--- src/rtl/flash_stat_pkg.sv ---
package flash_stat_pkg;

  typedef enum logic [2:0] {
    ST_READY, ST_PROG, ST_ERASE, ST_ESUSP,
    ST_SPROG, ST_PPROT, ST_EPROT, ST_RSTW
  } fst_e;

  typedef enum logic [1:0] {
    WK_OTHER = 2'b00, WK_PROG = 2'b01, WK_CHIP = 2'b10, WK_SECT = 2'b11
  } wkind_e;

  typedef enum logic [1:0] {
    WIN_PPROT, WIN_EPROT, WIN_RST
  } win_e;

  function automatic logic alg_active(fst_e s);
    return s inside {ST_PROG, ST_ERASE, ST_ESUSP, ST_SPROG};
  endfunction

  function automatic logic holds_busy(fst_e s);
    return s inside {ST_PROG, ST_ERASE, ST_SPROG, ST_PPROT, ST_EPROT, ST_RSTW};
  endfunction

endpackage

--- src/rtl/seq_counter.sv ---
module seq_counter
  import flash_stat_pkg::*;
#(
  parameter int PROG_WR  = 4,
  parameter int ERASE_WR = 6
) (
  input  logic   clk,
  input  logic   rst,
  input  logic   stb,
  input  wkind_e kind,
  input  logic   allow_prog,
  input  logic   allow_erase,
  output logic   go_prog,
  output logic   go_erase
);
  localparam int MAXW = (PROG_WR > ERASE_WR) ? PROG_WR : ERASE_WR;
  localparam int CW   = $clog2(MAXW + 1);

  logic [CW-1:0] cnt;
  wkind_e        kind_q;
  logic          accept, same, fire;
  logic [CW-1:0] nxt, need;

  always_comb begin
    accept = stb && (kind != WK_OTHER) &&
             (((kind == WK_PROG) && allow_prog) ||
              ((kind != WK_PROG) && allow_erase));
    same   = (kind == kind_q) && (cnt != '0);
    nxt    = same ? cnt + 1'b1 : CW'(1);
    need   = (kind == WK_PROG) ? CW'(PROG_WR) : CW'(ERASE_WR);
    fire   = accept && (nxt == need);
  end

  assign go_prog  = fire && (kind == WK_PROG);
  assign go_erase = fire && (kind != WK_PROG);

  always_ff @(posedge clk) begin
    if (rst) begin
      cnt    <= '0;
      kind_q <= WK_OTHER;
    end else if (!allow_prog && !allow_erase) begin
      cnt    <= '0;
    end else if (stb) begin
      if (!accept || fire) begin
        cnt <= '0;
      end else begin
        cnt    <= nxt;
        kind_q <= kind;
      end
    end
  end

endmodule

--- src/rtl/win_timer.sv ---
module win_timer
  import flash_stat_pkg::*;
#(
  parameter int PROT_PROG_CYC  = 8,
  parameter int PROT_ERASE_CYC = 40,
  parameter int RST_CYC        = 12
) (
  input  logic clk,
  input  logic rst,
  input  logic load,
  input  win_e sel,
  output logic expire
);
  localparam int M1   = (PROT_PROG_CYC > PROT_ERASE_CYC) ? PROT_PROG_CYC : PROT_ERASE_CYC;
  localparam int MAXL = (M1 > RST_CYC) ? M1 : RST_CYC;
  localparam int TW   = $clog2(MAXL + 1);

  logic [TW-1:0] cnt, len;

  always_comb begin
    case (sel)
      WIN_PPROT: len = TW'(PROT_PROG_CYC);
      WIN_EPROT: len = TW'(PROT_ERASE_CYC);
      default:   len = TW'(RST_CYC);
    endcase
  end

  assign expire = (cnt == TW'(1));

  always_ff @(posedge clk) begin
    if (rst)              cnt <= '0;
    else if (load)        cnt <= len;
    else if (cnt != '0)   cnt <= cnt - 1'b1;
  end


  expire_after_load_chk: assert property (@(posedge clk) disable iff (rst)
    load |=> !expire);

endmodule

--- src/rtl/status_fsm.sv ---
module status_fsm
  import flash_stat_pkg::*;
(
  input  logic clk,
  input  logic rst,
  input  logic go_prog,
  input  logic go_erase,
  input  logic prog_d7,
  input  logic prot_sect,
  input  logic alg_done,
  input  logic susp_req,
  input  logic resume_req,
  input  logic reset_req,
  input  logic win_exp,
  output fst_e state_q,
  output fst_e state_n,
  output logic d7_n,
  output logic tmr_load,
  output win_e tmr_sel,
  output logic allow_prog,
  output logic allow_erase
);
  logic d7_q;

  always_comb begin
    state_n = state_q;
    case (state_q)
      ST_READY: begin
        if (!reset_req) begin
          if (go_prog)       state_n = prot_sect ? ST_PPROT : ST_PROG;
          else if (go_erase) state_n = prot_sect ? ST_EPROT : ST_ERASE;
        end
      end
      ST_PROG: begin
        if (reset_req)     state_n = ST_RSTW;
        else if (alg_done) state_n = ST_READY;
      end
      ST_ERASE: begin
        if (reset_req)     state_n = ST_RSTW;
        else if (alg_done) state_n = ST_READY;
        else if (susp_req) state_n = ST_ESUSP;
      end
      ST_ESUSP: begin
        if (reset_req)                    state_n = ST_RSTW;
        else if (go_prog && !prot_sect)   state_n = ST_SPROG;
        else if (resume_req)              state_n = ST_ERASE;
      end
      ST_SPROG: begin
        if (reset_req)     state_n = ST_RSTW;
        else if (alg_done) state_n = ST_ESUSP;
      end
      ST_PPROT, ST_EPROT: begin
        if (reset_req || win_exp) state_n = ST_READY;
      end
      ST_RSTW: begin
        if (win_exp) state_n = ST_READY;
      end
      default: state_n = ST_READY;
    endcase
  end

  assign d7_n        = go_prog ? prog_d7 : d7_q;
  assign allow_prog  = (state_q == ST_READY) || (state_q == ST_ESUSP);
  assign allow_erase = (state_q == ST_READY);

  always_comb begin
    tmr_load = 1'b0;
    tmr_sel  = WIN_RST;
    if (state_n != state_q) begin
      case (state_n)
        ST_PPROT: begin tmr_load = 1'b1; tmr_sel = WIN_PPROT; end
        ST_EPROT: begin tmr_load = 1'b1; tmr_sel = WIN_EPROT; end
        ST_RSTW:  begin tmr_load = 1'b1; tmr_sel = WIN_RST;   end
        default:  tmr_load = 1'b0;
      endcase
    end
  end

  always_ff @(posedge clk) begin
    if (rst) begin
      state_q <= ST_READY;
      d7_q    <= 1'b0;
    end else begin
      state_q <= state_n;
      d7_q    <= d7_n;
    end
  end


  susp_release_chk: assert property (@(posedge clk) disable iff (rst)
    (state_q == ST_ERASE) && susp_req && !alg_done && !reset_req |=> state_q == ST_ESUSP);


  rst_hold_chk: assert property (@(posedge clk) disable iff (rst)
    alg_active(state_q) && reset_req |=> state_q == ST_RSTW);


  done_wins_chk: assert property (@(posedge clk) disable iff (rst)
    (state_q == ST_ERASE) && alg_done && !reset_req |=> state_q == ST_READY);

endmodule

--- src/rtl/flash_stat_gen.sv ---
module flash_stat_gen
  import flash_stat_pkg::*;
#(
  parameter int PROG_WR        = 4,
  parameter int ERASE_WR       = 6,
  parameter int PROT_PROG_CYC  = 8,
  parameter int PROT_ERASE_CYC = 40,
  parameter int RST_CYC        = 12
) (
  input  logic       clk,
  input  logic       rst,
  input  logic       wr_stb,
  input  logic [1:0] wr_kind,
  input  logic       prog_d7,
  input  logic       prot_sect,
  input  logic       alg_done,
  input  logic       susp_req,
  input  logic       resume_req,
  input  logic       reset_req,
  input  logic       rd_hit,
  input  logic       arr_dq7,
  output logic       dq7_out,
  output logic       rb_pull
);
  logic go_prog, go_erase, allow_prog, allow_erase;
  logic tmr_load, win_exp, d7_n, hit_val;
  win_e tmr_sel;
  fst_e state_q, state_n;

  seq_counter #(.PROG_WR(PROG_WR), .ERASE_WR(ERASE_WR)) u_seq (
    .clk(clk), .rst(rst), .stb(wr_stb), .kind(wkind_e'(wr_kind)),
    .allow_prog(allow_prog), .allow_erase(allow_erase),
    .go_prog(go_prog), .go_erase(go_erase));

  win_timer #(.PROT_PROG_CYC(PROT_PROG_CYC), .PROT_ERASE_CYC(PROT_ERASE_CYC),
              .RST_CYC(RST_CYC)) u_tmr (
    .clk(clk), .rst(rst), .load(tmr_load), .sel(tmr_sel), .expire(win_exp));

  status_fsm u_fsm (
    .clk(clk), .rst(rst), .go_prog(go_prog), .go_erase(go_erase),
    .prog_d7(prog_d7), .prot_sect(prot_sect), .alg_done(alg_done),
    .susp_req(susp_req), .resume_req(resume_req), .reset_req(reset_req),
    .win_exp(win_exp), .state_q(state_q), .state_n(state_n), .d7_n(d7_n),
    .tmr_load(tmr_load), .tmr_sel(tmr_sel),
    .allow_prog(allow_prog), .allow_erase(allow_erase));

  always_comb begin
    case (state_n)
      ST_PROG, ST_SPROG, ST_PPROT: hit_val = ~d7_n;
      ST_ERASE, ST_EPROT:          hit_val = 1'b0;
      ST_ESUSP:                    hit_val = 1'b1;
      default:                     hit_val = arr_dq7;
    endcase
  end

  always_ff @(posedge clk) begin
    if (rst) begin
      dq7_out <= 1'b0;
      rb_pull <= 1'b0;
    end else begin
      dq7_out <= rd_hit ? hit_val : arr_dq7;
      rb_pull <= holds_busy(state_n);
    end
  end


  erase_poll_low_chk: assert property (@(posedge clk) disable iff (rst)
    (state_n == ST_ERASE) && rd_hit |=> !dq7_out);


  miss_pass_chk: assert property (@(posedge clk) disable iff (rst)
    !rd_hit |=> dq7_out == $past(arr_dq7));


  rb_rise_cause_chk: assert property (@(posedge clk) disable iff (rst)
    $rose(rb_pull) |-> $past(wr_stb || resume_req || reset_req));

endmodule

--- config.mk ---
export PLATFORM = sky130hd
export DESIGN_NAME = flash_stat_gen
export DESIGN_NICKNAME = d
export VERILOG_FILES = /design/src/rtl/flash_stat_pkg.sv /design/src/rtl/seq_counter.sv /design/src/rtl/win_timer.sv /design/src/rtl/status_fsm.sv /design/src/rtl/flash_stat_gen.sv
export SDC_FILE = /design/constraint.sdc
export NUM_CORES = 1
export LEC_CHECK = 0
export ABC_AREA = 1
export BUFFER_PORTS_ARGS = -buffer_cell sky130_fd_sc_hd__buf_2
export CAP_MARGIN = 20
export CORE_UTILIZATION = 35
export DETAILED_ROUTE_END_ITERATION = 8
export SKIP_CTS_REPAIR_TIMING = 1
export SKIP_LAST_GASP = 1
export SYNTH_ARGS = -nofsm -noshare
export SYNTH_HDL_FRONTEND = slang
export SYNTH_HIERARCHICAL = 1
export SYNTH_SLANG_ARGS = --single-unit
--- constraint.sdc ---
create_clock -name clk -period 3.45 [get_ports clk]
set_clock_uncertainty 0.15 [all_clocks]
set_input_delay 0.8625 -clock clk [delete_from_list [all_inputs] [get_ports clk]]
set_output_delay 0.8625 -clock clk [all_outputs]
set_load 0.02 [all_outputs]
==> flow_results.org <==
** Timing
- Sum Neg Setup Slack :: 0 ps
- Setup repair after global routing left no endpoint under its margin.
- In this run the tightest slew margin relative to its limit is 74.9%.
- Final Setup Violations :: 0
- Of the available clock period, the critical path in the final layout requires 91.6%.
- For this run, the top clock speed supported by timing is 316 MHz.
- The final number of max-transition violations came to 0.
- For the pin with the worst max-slew slack, the measured transition is 372 ps.
- The total count of hold-check failures in the final report is 0.
- Across all setup checks in the final design, the least slack found is 290 ps.
- Fin crit period :: 3160 ps

** Synthesis
- Top cells by area in the synthesized netlist :: sky130_fd_sc_hd__dfxtp_1, sky130_fd_sc_hd__nand2_1, sky130_fd_sc_hd__inv_1, sky130_fd_sc_hd__nand3_1, sky130_fd_sc_hd__nor2_1
- Summed over its instances, the top area cell type makes up 22.2% of the synthesized netlist area.
- The number of nets in the synthesized netlist is 253.
- Cell type with the highest aggregate area in the netlist :: sky130_fd_sc_hd__dfxtp_1
- The synthesized netlist occupies a cell area of 1530 sq um.
- Synthesized instance count :: 236
- Count of synthesis-stage warnings from yosys :: 6
- Each instance of the synthesized netlist takes up on average 6.49 sq um.
- Unique cell type count in the Yosys netlist :: 30
- Part of the Yosys area used for sequential elements :: 22.2%
- Flop and latch count out of synthesis :: 17

** Detailed routing
- Met1 Routed Length :: 1560 um
- Routed wl met3 :: 99 um
- In this run the top signal layer used is met4.
- For this block, the routed nets add up to 3260 um of wire.
- After the first detailed-routing iteration, the DRC count stood at 42.
- Detailed routing placed a total of 1560 um of wire on met2.
- Before antenna repair, the detailed router went through 4 iterations.
- Residual antenna-violating net count after detailed routing :: 0
- Number of vias after detailed routing :: 1,448
- Average wire per standard cell :: 10.7 um
- Dividing the detail-routed via count by the number of cells gives 4.75.
- In the routed design, unresolved DRC markers number 0.

** Flow run
- Across the run, the number of max-cap violations was 0.

** Setup path
- Critical Path Start Type :: input pin
- The startpoint identified for the worst register-to-register timing path is u_seq/cnt[0]$_SDFFE_PP0P_.
- For flop-to-flop paths, the worst setup slack is 370 ps.
- Dominant cell type by count on the critical path :: sky130_fd_sc_hd__nor2_2
- Arrival time worst endpoint :: 3200 ps
- Worst-path cell with the longest stage delay :: sky130_fd_sc_hd__nor2_4
- Source of the critical timing path :: wr_kind[1]
- Worst reg2reg path endpoint :: u_tmr/cnt[1]$_SDFFE_PP0P_
- The setup path with the least slack is of type in2reg.
- Required time worst endpoint :: 3490 ps
- Kind of capture point of the worst setup path :: flip-flop
- Delay-heaviest family, CP :: simple AND/OR/NAND/NOR gates
- Worst Path Buf+Inv :: 5
- Critical path peak fanout :: 4
- In this design, the stage delay of the slowest critical-path cell is 160 ps.
- Depth of the worst register-to-register path :: 25

** Global route
- The number of antenna violations at the first check in global routing was 0.
- Global-route wire length before repair :: 5600 um
- Overflow after GRT :: 0
- Number of global-route vias before repair :: 1,371
- Entering global routing, the biggest net connects 11 pins.
- Global routing consumed, over all layers together, 15.9% of the routing resources.

** Layout
- Final net count :: 273
- The library cell used most frequently in the layout, excluding fill and tap cells, is sky130_fd_sc_hd__nand2_1.
- Layout overhead on the synthesized area :: 12.1%
- The filler cells instantiated in the layout total 445.
- Excluding fillers, the count of instances in the completed layout stands at 305.
- The finished cells cover 1720 sq um.
- In the final layout, the share of cells above drive strength 1 is 31.0%.
- Most used cells in the layout excluding fill and tap cells :: sky130_fd_sc_hd__nand2_1, sky130_fd_sc_hd__inv_1, sky130_fd_sc_hd__nor2_1, sky130_fd_sc_hd__nand3_1, sky130_fd_sc_hd__dfxtp_1
- Number of antenna diodes :: 0
- Core Util, Final :: 41.7%

** Clocking
- CTS Buf Count :: 3
- At the later pin of the worst-skew pair, clock insertion delay measures 250 ps.
- CTS built an H-tree with a depth of 1.
- Clock-pin slew was measured on the worst setup and hold paths at 70 ps.
- TritonCTS built the clock tree.
- Clock Root Buffer :: sky130_fd_sc_hd__clkbuf_8
- The clock net in this run drives a total of 17 sinks.
- The longest clock path from root to sink contains 2 buffers.

** Floorplan
- In this run the core area contains 23 standard-cell rows.
- The die is 68.2 um tall.
- Initial core utilization :: 37.2%
- Die W :: 68.2 um
- During I/O placement, the number of pins put on the boundary was 15.
- Die area :: 4650 sq um
- The core region is 4120 sq um.

** Power and ir drop
- PwrDens :: 751 nW/um^2
- The analysis attributes to cell leakage a power of 0.838 nW.
- Maximum vdd drop :: 0.352 mV

** Placement
- IO buf count :: 14
- Number of placed instances, taps included :: 301
- At the end of routability-driven placement, the weighted congestion stood at 0.825.
- OpenSTA, run right after detailed placement, puts the worst setup slack at -22.8 ps.
- Area after DPL :: 1670 sq um
- Detailed placement finished with a half-perimeter wire length of 2680 um.

** Min path
- Worst Hold Path Cells :: 1
- The worst hold path terminates at u_tmr/cnt[0]$_SDFFE_PP0P_.
- Origin of the worst min-delay path :: u_tmr/cnt[0]$_SDFFE_PP0P_
- Class of the most critical hold timing path :: reg2reg

** Outcome
- The flow ran to the end, and the final reports show no timing, DRC or antenna violations.
==> area by class of cell <==
| class | count | area, sq um | area share (%) |
|---|---|---|---|
| Inverter | 44 | 171 | 9.98 |
| Timing Repair Buffer | 17 | 92.6 | 5.39 |
| Tap cell | 50 | 62.6 | 3.64 |
| Clock buffer | 4 | 45.0 | 2.62 |
| Multi-Input combinational cell | 173 | 1000 | 58.5 |
| Sequential cell | 17 | 342 | 19.9 |
==> Yosys cell counts (all sizes together) <==
master,n
a21o,1
a21oi,17
buf,2
clkinv,1
dfxtp,17
ha,4
inv,43
nand2,64
nand3,24
nand3b,1
nand4,3
nor2,40
nor3,4
o21ai,12
xnor2,1
xor2,2
==> per-layer routing <==
layer | global-route usage, % | vias up
met4 | 3.91 | 0
met5 | 0 | -
met2 | 28.3 | 21
li1 | - | 777
met1 | 19.2 | 646
met3 | 3.50 | 4
==> cell families (layout without fill, tap and decap cells) <==
logic type / Yosys count / after routing / share of synthesized area, %
buf+inv: 46 / 65 / 12.4
compound gates: 30 / 30 / 12.2
fa+ha+maj: 4 / 4 / 3.27
flops: 17 / 17 / 22.2
xor+xnor: 3 / 3 / 1.71
simple gates: 136 / 136 / 48.2
==> worst max-delay path by stage <==
stage                                            to  slack, ps  cells past startpoint
final                     u_tmr/cnt[1]$_SDFFE_PP0P_        290                     25
after global routing      u_tmr/cnt[5]$_SDFFE_PP0P_         10                     25
after CTS                 u_tmr/cnt[5]$_SDFFE_PP0P_        240                     25
after detailed placement  u_tmr/cnt[5]$_SDFFE_PP0P_        -20                     25
after global placement    u_tmr/cnt[1]$_SDFFE_PP0P_        100                     25
after floorplan           u_tmr/cnt[5]$_SDFFE_PP0P_        350                     24
==> flip-flops by register name, indices dropped and copies added (netlist names) <==
signal and flops:
dq7_out 1, u_seq/kind_q 2, u_tmr/cnt 6, u_seq/cnt 3, u_fsm/d7_q 1, u_fsm/state_q 3, rb_pull 1
==> stage by stage <==
| stage | power, W | hold slack (ps) |
|---|---|---|
| 2_1_floorplan | 0.000987 | 290 |
| 4_1_cts | 0.00130 | 340 |
| 6_report | 0.00129 | 340 |
| 3_3_place_gp | 0.00114 | 310 |
| 3_5_place_dp | 0.00114 | 315 |
| 5_1_grt | 0.00142 | 371 |
==> report_power, final <==
group	switching, W	leakage [nW]	total (W)	internal [W]
combinational	0.000524	0.675	0.000826	0.000303
clock	0.0000677	0.0228	0.000150	0.0000819
sequential	0.0000629	0.140	0.000314	0.000251
total	0.000654	0.838	0.00129	0.000636
Note: power is estimated with default switching activity, not from simulation.
